$ cat src/rtl/sar_pkg.sv
package sar_pkg;

  typedef enum logic [1:0] {
    K_SAMPLE,
    K_TRIAL,
    K_STORE,
    K_CLOSE
  } step_kind_t;

  function automatic step_kind_t kind_of(input int step, input int res_w);
    if (step == 0)              return K_SAMPLE;
    else if (step <= res_w)     return K_TRIAL;
    else if (step == res_w + 1) return K_STORE;
    else                        return K_CLOSE;
  endfunction

endpackage

$ cat src/rtl/sar_prescaler.sv
module sar_prescaler #(
  parameter int SEL_W = 3
) (
  input  logic             clk,
  input  logic             rst,
  input  logic             load,
  input  logic             run,
  input  logic [SEL_W-1:0] div_sel,
  output logic             step_en
);
  localparam int CNT_W = (1 << SEL_W) - 1;

  logic [SEL_W-1:0] sel_q;
  logic [CNT_W-1:0] cnt_q;
  logic [CNT_W-1:0] limit;
  logic [SEL_W-1:0] eff;

  always_comb begin
    eff   = (sel_q == '0) ? SEL_W'(1) : sel_q;
    limit = {CNT_W{1'b1}} >> (CNT_W - int'(eff));
  end

  assign step_en = run && (cnt_q == limit);

  always_ff @(posedge clk) begin
    if (rst) begin
      sel_q <= '0;
      cnt_q <= '0;
    end else if (load) begin
      sel_q <= div_sel;
      cnt_q <= '0;
    end else if (!run || step_en) begin
      cnt_q <= '0;
    end else begin
      cnt_q <= cnt_q + 1'b1;
    end
  end

  // a step lasts at least two clocks, so two enables never come back to back
  assert_enable_spacing_R2: assert property (@(posedge clk) disable iff (rst)
    step_en |=> !step_en);
  // the latched select does not move while a conversion runs
  assert_select_frozen_R8: assert property (@(posedge clk) disable iff (rst)
    (run && !load) |=> $stable(sel_q));

endmodule

$ cat src/rtl/sar_step_ctrl.sv
module sar_step_ctrl #(
  parameter int RES_W  = 10,
  parameter int STEP_W = 4
) (
  input  logic              clk,
  input  logic              rst,
  input  logic              start,
  input  logic              step_en,
  output logic              load,
  output logic              busy,
  output logic [STEP_W-1:0] step,
  output logic              done
);
  localparam int LAST = RES_W + 2;

  assign load = start && !busy;

  always_ff @(posedge clk) begin
    if (rst) begin
      busy <= 1'b0;
      step <= '0;
      done <= 1'b0;
    end else begin
      done <= 1'b0;
      if (load) begin
        busy <= 1'b1;
        step <= '0;
      end else if (busy && step_en) begin
        if (int'(step) == LAST) begin
          busy <= 1'b0;
          done <= 1'b1;
          step <= '0;
        end else begin
          step <= step + 1'b1;
        end
      end
    end
  end

  // done is a single-cycle pulse and never overlaps busy
  assert_done_pulse_R6: assert property (@(posedge clk) disable iff (rst)
    done |=> !done);
  assert_done_not_busy_R6: assert property (@(posedge clk) disable iff (rst)
    done |-> !busy);
  // an accepted start always leads to a running frame
  assert_start_accept_R7: assert property (@(posedge clk) disable iff (rst)
    load |=> busy);
  // the frame counter never passes its last step
  assert_step_bound_R2: assert property (@(posedge clk) disable iff (rst)
    int'(step) <= LAST);

endmodule

$ cat src/rtl/sar_bit_engine.sv
module sar_bit_engine
  import sar_pkg::*;
#(
  parameter int RES_W  = 10,
  parameter int STEP_W = 4
) (
  input  logic              clk,
  input  logic              rst,
  input  logic              load,
  input  logic              step_en,
  input  logic              busy,
  input  logic [STEP_W-1:0] step,
  input  logic              cmp_below,
  output logic              sample_hold,
  output logic [RES_W-1:0]  trial,
  output logic [RES_W-1:0]  result
);
  logic [RES_W-1:0] trial_nx;
  logic [RES_W-1:0] result_nx;
  logic             sh_nx;
  step_kind_t       kind;

  assign kind = kind_of(int'(step), RES_W);

  always_comb begin
    trial_nx  = trial;
    result_nx = result;
    sh_nx     = sample_hold;
    if (load) begin
      trial_nx = '0;
      sh_nx    = 1'b1;
    end else if (step_en) begin
      if (kind == K_SAMPLE) sh_nx = 1'b0;
      if (kind == K_STORE)  result_nx = trial;
      for (int i = 0; i < RES_W; i++) begin
        if (int'(step) == RES_W - i)     trial_nx[i] = ~cmp_below;
        if (int'(step) == RES_W - 1 - i) trial_nx[i] = 1'b1;
      end
    end
  end

  always_ff @(posedge clk) begin
    if (rst) begin
      trial       <= '0;
      result      <= '0;
      sample_hold <= 1'b0;
    end else begin
      trial       <= trial_nx;
      result      <= result_nx;
      sample_hold <= sh_nx;
    end
  end

  // sample/hold only while a conversion runs
  assert_hold_in_frame_R3: assert property (@(posedge clk) disable iff (rst)
    sample_hold |-> busy);
  // result is frozen while idle
  assert_result_held_R9: assert property (@(posedge clk) disable iff (rst)
    !busy |=> $stable(result));

endmodule

$ cat src/rtl/sar_sequencer.sv
module sar_sequencer #(
  parameter int RES_W = 10,
  parameter int SEL_W = 3
) (
  input  logic             clk,
  input  logic             rst,
  input  logic             start,
  input  logic [SEL_W-1:0] div_sel,
  input  logic             cmp_below,
  output logic             busy,
  output logic             sample_hold,
  output logic [RES_W-1:0] dac_code,
  output logic [RES_W-1:0] result,
  output logic             done
);
  localparam int STEP_W = $clog2(RES_W + 3);

  logic              load;
  logic              step_en;
  logic [STEP_W-1:0] step;

  sar_prescaler #(.SEL_W(SEL_W)) u_presc (
    .clk(clk), .rst(rst), .load(load), .run(busy),
    .div_sel(div_sel), .step_en(step_en)
  );

  sar_step_ctrl #(.RES_W(RES_W), .STEP_W(STEP_W)) u_ctrl (
    .clk(clk), .rst(rst), .start(start), .step_en(step_en),
    .load(load), .busy(busy), .step(step), .done(done)
  );

  sar_bit_engine #(.RES_W(RES_W), .STEP_W(STEP_W)) u_bits (
    .clk(clk), .rst(rst), .load(load), .step_en(step_en), .busy(busy),
    .step(step), .cmp_below(cmp_below), .sample_hold(sample_hold),
    .trial(dac_code), .result(result)
  );

  // the DAC code is cleared when a conversion begins
  assert_code_cleared_R4: assert property (@(posedge clk) disable iff (rst)
    load |=> (dac_code == '0));

endmodule

$ cat config.mk
export PLATFORM = sky130hd
export DESIGN_NAME = sar_sequencer
export DESIGN_NICKNAME = d
export VERILOG_FILES = /design/src/rtl/sar_pkg.sv /design/src/rtl/sar_prescaler.sv /design/src/rtl/sar_step_ctrl.sv /design/src/rtl/sar_bit_engine.sv /design/src/rtl/sar_sequencer.sv
export SDC_FILE = /design/constraint.sdc
export NUM_CORES = 1
export LEC_CHECK = 0
export BUFFER_PORTS_ARGS = -buffer_cell sky130_fd_sc_hd__clkbuf_2
export CELL_PAD_IN_SITES_DETAIL_PLACEMENT = 0
export CELL_PAD_IN_SITES_GLOBAL_PLACEMENT = 2
export CORE_MARGIN = 2
export CORE_UTILIZATION = 31
export DETAILED_ROUTE_END_ITERATION = 10
export GPL_TIMING_DRIVEN = 0
export PLACE_DENSITY_LB_ADDON = 0.1
export SYNTH_ARGS = -nofsm -noshare
export SYNTH_HDL_FRONTEND = slang
export SYNTH_HIERARCHICAL = 1
export SYNTH_SLANG_ARGS = --single-unit
$ cat constraint.sdc
create_clock -name clk -period 2.36 [get_ports clk]
set_clock_uncertainty 0.1 [all_clocks]
set_input_delay 0.118 -clock clk [delete_from_list [all_inputs] [get_ports clk]]
set_output_delay 0.118 -clock clk [all_outputs]
set_load 0.1 [all_outputs]
==> reports/summary.txt <==
status -> finished, final reports clean
Tmin final -> 2.231 ns
worst slew pin tran -> 0.8762 ns
Max Slew Vio Count -> 0
number of synthesized flops with an enable pin -> 0
dpl hpwl -> 3332 um
FF-to-FF End -> u_ctrl/step[3]
RSZ-0062 raised after global routing -> no
startpoint types -> register
gr usage total -> 14.43%
max-cap violations -> 0
Mapped Area -> 0.001938 mm2
chip width -> 83.07 um
ys flop type -> dfxtp_1
starting density of the core -> 32.35%
first-pass GRT wire length -> 8010 um
post-route ant nets -> 0
Avg WL per Cell -> 14.47 um
hold_sp -> cmp_below
ratio of final minimum period to clock period -> 94.52%
placed inst area -> 0.002177 mm2
top post-synthesis cells by count -> dfxtp_1, nand2b_1, nor2_1
leakage -> 0.0009005 uW
Remaining Overflow, GRT -> 0
r2r worst-path depth -> 10
most used cell, CP -> buf_6
f_max -> 448.3 MHz
PwrDens -> 481.1 mW/mm2
clock tree sinks -> 37
Reg2Reg Setup Slack -> 0.13 ns
CTS max path bufs -> 2
DRC Markers -> 0
largest net degree at the start of global routing -> 12
synthesized netlist cell count -> 209
Pre-Repair DR Iteration Count -> 4
insertion delay to the later sink of the worst-skew pair -> 0.29 ns
I/O pins -> 30
area of the core -> 0.005991 mm2
Critical Path Max Stage Delay -> 0.42 ns
n_diodes -> 0
clk slew on worst S/H paths -> 0.07 ns
Final Total Pwr -> 1162 uW
maximum level of the CTS H-tree -> 2
Final Hold Vio Count -> 0
Hold Path Stages -> 2
Hold Crit Class -> in -> reg
via density per instance -> 4.890
Cell variety after synth -> 48
Synth area leader -> dfxtp_1
initial drt markers -> 97
most frequent cell after synthesis -> dfxtp_1
worst path required time -> 2.48 ns
average size of a mapped cell -> 9.273 um2
die area -> 0.006901 mm2
Hold Path End -> u_bits/trial[9]
Final Setup Violations -> 0
CP Capture Type -> register
flops & latches, synth -> 37
FFs w/ async S/R, synth -> 0%
final wirelength -> 4747 um
vias in the first global route -> 1555
reg2reg start -> u_presc/sel_q[0]
DR vias -> 1604
syn nets -> 219
yosys warns -> 6
Final nets -> 264
crit path cell chain -> buf_6, nand2_1, o21ai_1, a211o_1, nor3_4, and2_4, buf_6, nand3_4, or4_1, a21oi_1
cts bufs inserted -> 5
Rows -> 28
main area contributors after synthesis -> dfxtp_1, nand2b_1, mux2i_1, buf_6, nor2_1
Slowest-stage cell, CP -> or4_1
Worst Path Arrival -> 2.36 ns
sequential fraction of the synthesis area -> 38.22%
Crit Path Max Fanout -> 4
area delta synth->final -> 24.60%
Die Ht -> 83.07 um
buffers and inverters on the worst path -> 2
CTS tree -> yes
post-layout instance area -> 0.002415 mm2
layout cell share with drive strength beyond 1 -> 29.25%
Clock Tree Root -> clkbuf_8
Port Buf Inserts -> 29
peak supply drop -> 0.2349 mV
Max-slew headroom -> 41.46%
CP delay by family, top -> simple AND/OR/NAND/NOR gates
Crit Path Class -> reg -> reg
Routability Congestion -> 0.7169
initial antenna violation count -> 0
Synth top area share -> 38.22%
==> through the flow <==
step | cells | setup WS [ns] | hold WS [ns] | TNS [ns] | util (%)
CTS | 328 | 0.005014 | 0.02742 | 0 | 39.49
finish | 328 | 0.1294 | 0.03905 | 0 | 40.31
global route | 328 | 0.005467 | 0.04197 | 0 | 40.31
floorplan | 209 | 0.02411 | 0.09038 | 0 | -
global placement | 313 | -0.4358 | 0.2657 | -7.209 | 36.34
detailed placement | 313 | -0.3904 | 0.2660 | -6.695 | 36.34
==> routing by layer <==
layer	part of all wire, %	global-route usage [%]
met5	0	0
met4	1.0	3.726
met3	3.3	3.777
met2	43	21.04
met1	53	21.04
==> logic make-up after synthesis <==
kind of cell    count (synthesis)  synth area share [%]
simple gates                  106                 33.76
flops                          37                 38.22
compound gates                 25                 9.232
fa+ha+maj                       3                 1.937
buf+inv                        17                 6.133
mux                            13                 6.714
xor+xnor                        8                 4.003
==> final cells by class <==
cell class	instances	area, um2
buffer	9	80.08
timing repair buffer	40	249.0
clock buffer	5	68.82
fill	620	3576
multi-input combinational	155	1144
inverter	6	22.52
tap	75	93.84
clock inverter	1	5.005
sequential	37	752.0
==> flip-flops by register name, indices dropped and copies added (netlist names) <==
name / flops
u_ctrl/done: 1
u_bits/sample_hold: 1
u_bits/trial: 10
u_bits/result: 10
u_presc/sel_q: 3
u_presc/cnt_q: 7
u_ctrl/busy: 1
u_ctrl/step: 4
==> worst max path at each step <==
| stage | slack (ns) | endpoint | start | depth (start not counted) |
|---|---|---|---|---|
| after global placement | -0.44 | u_bits/trial[2] | u_presc/sel_q[1] | 10 |
| after detailed placement | -0.39 | u_bits/trial[2] | u_presc/sel_q[1] | 10 |
| after global routing | 0.005 | u_bits/result[3] | u_presc/sel_q[1] | 9 |
| after CTS | 0.005 | u_ctrl/step[3] | u_presc/sel_q[2] | 10 |
| final | 0.13 | u_ctrl/step[3] | u_presc/sel_q[0] | 10 |
| after floorplan | 0.02 | u_presc/cnt_q[6] | u_ctrl/busy | 3 |
==> worst register-to-register path, delay by kind of cell (launching register included) <==
family | cells | cell delay (ns)
compound gates | 3 | 0.53
buf+inv | 2 | 0.23
flops | 1 | 0.35
simple gates | 5 | 0.98
==> placed cells by master (no fill, tap or decap), types with 6 or more instances in the layout <==
| cell | instances |
|---|---|
| mux2i_1 | 13 |
| nor2_1 | 18 |
| dfxtp_1 | 32 |
| a21oi_1 | 6 |
| nand2b_1 | 23 |
| nor3_1 | 11 |
| clkbuf_2 | 29 |
| nand2_1 | 14 |
| buf_6 | 9 |
| inv_1 | 6 |
==> where the power goes <==
group | leakage [uW] | total (uW) | internal [uW] | switching (uW)
clock network | 0.0000399 | 412 | 194 | 218
registers | 0.000302 | 641 | 630 | 10.3
logic | 0.000559 | 109 | 43.9 | 64.9
==> repair_timing <==
action,in CTS,in global routing
hold buffers,4,0
endpoints found under the hold margin,4,0
cloned,1,0
pin swaps,4,5
buffers inserted,5,1
gates resized for setup,14,12
setup endpoints to repair,25,21
No activity file was read; power rests on OpenSTA's default activity.
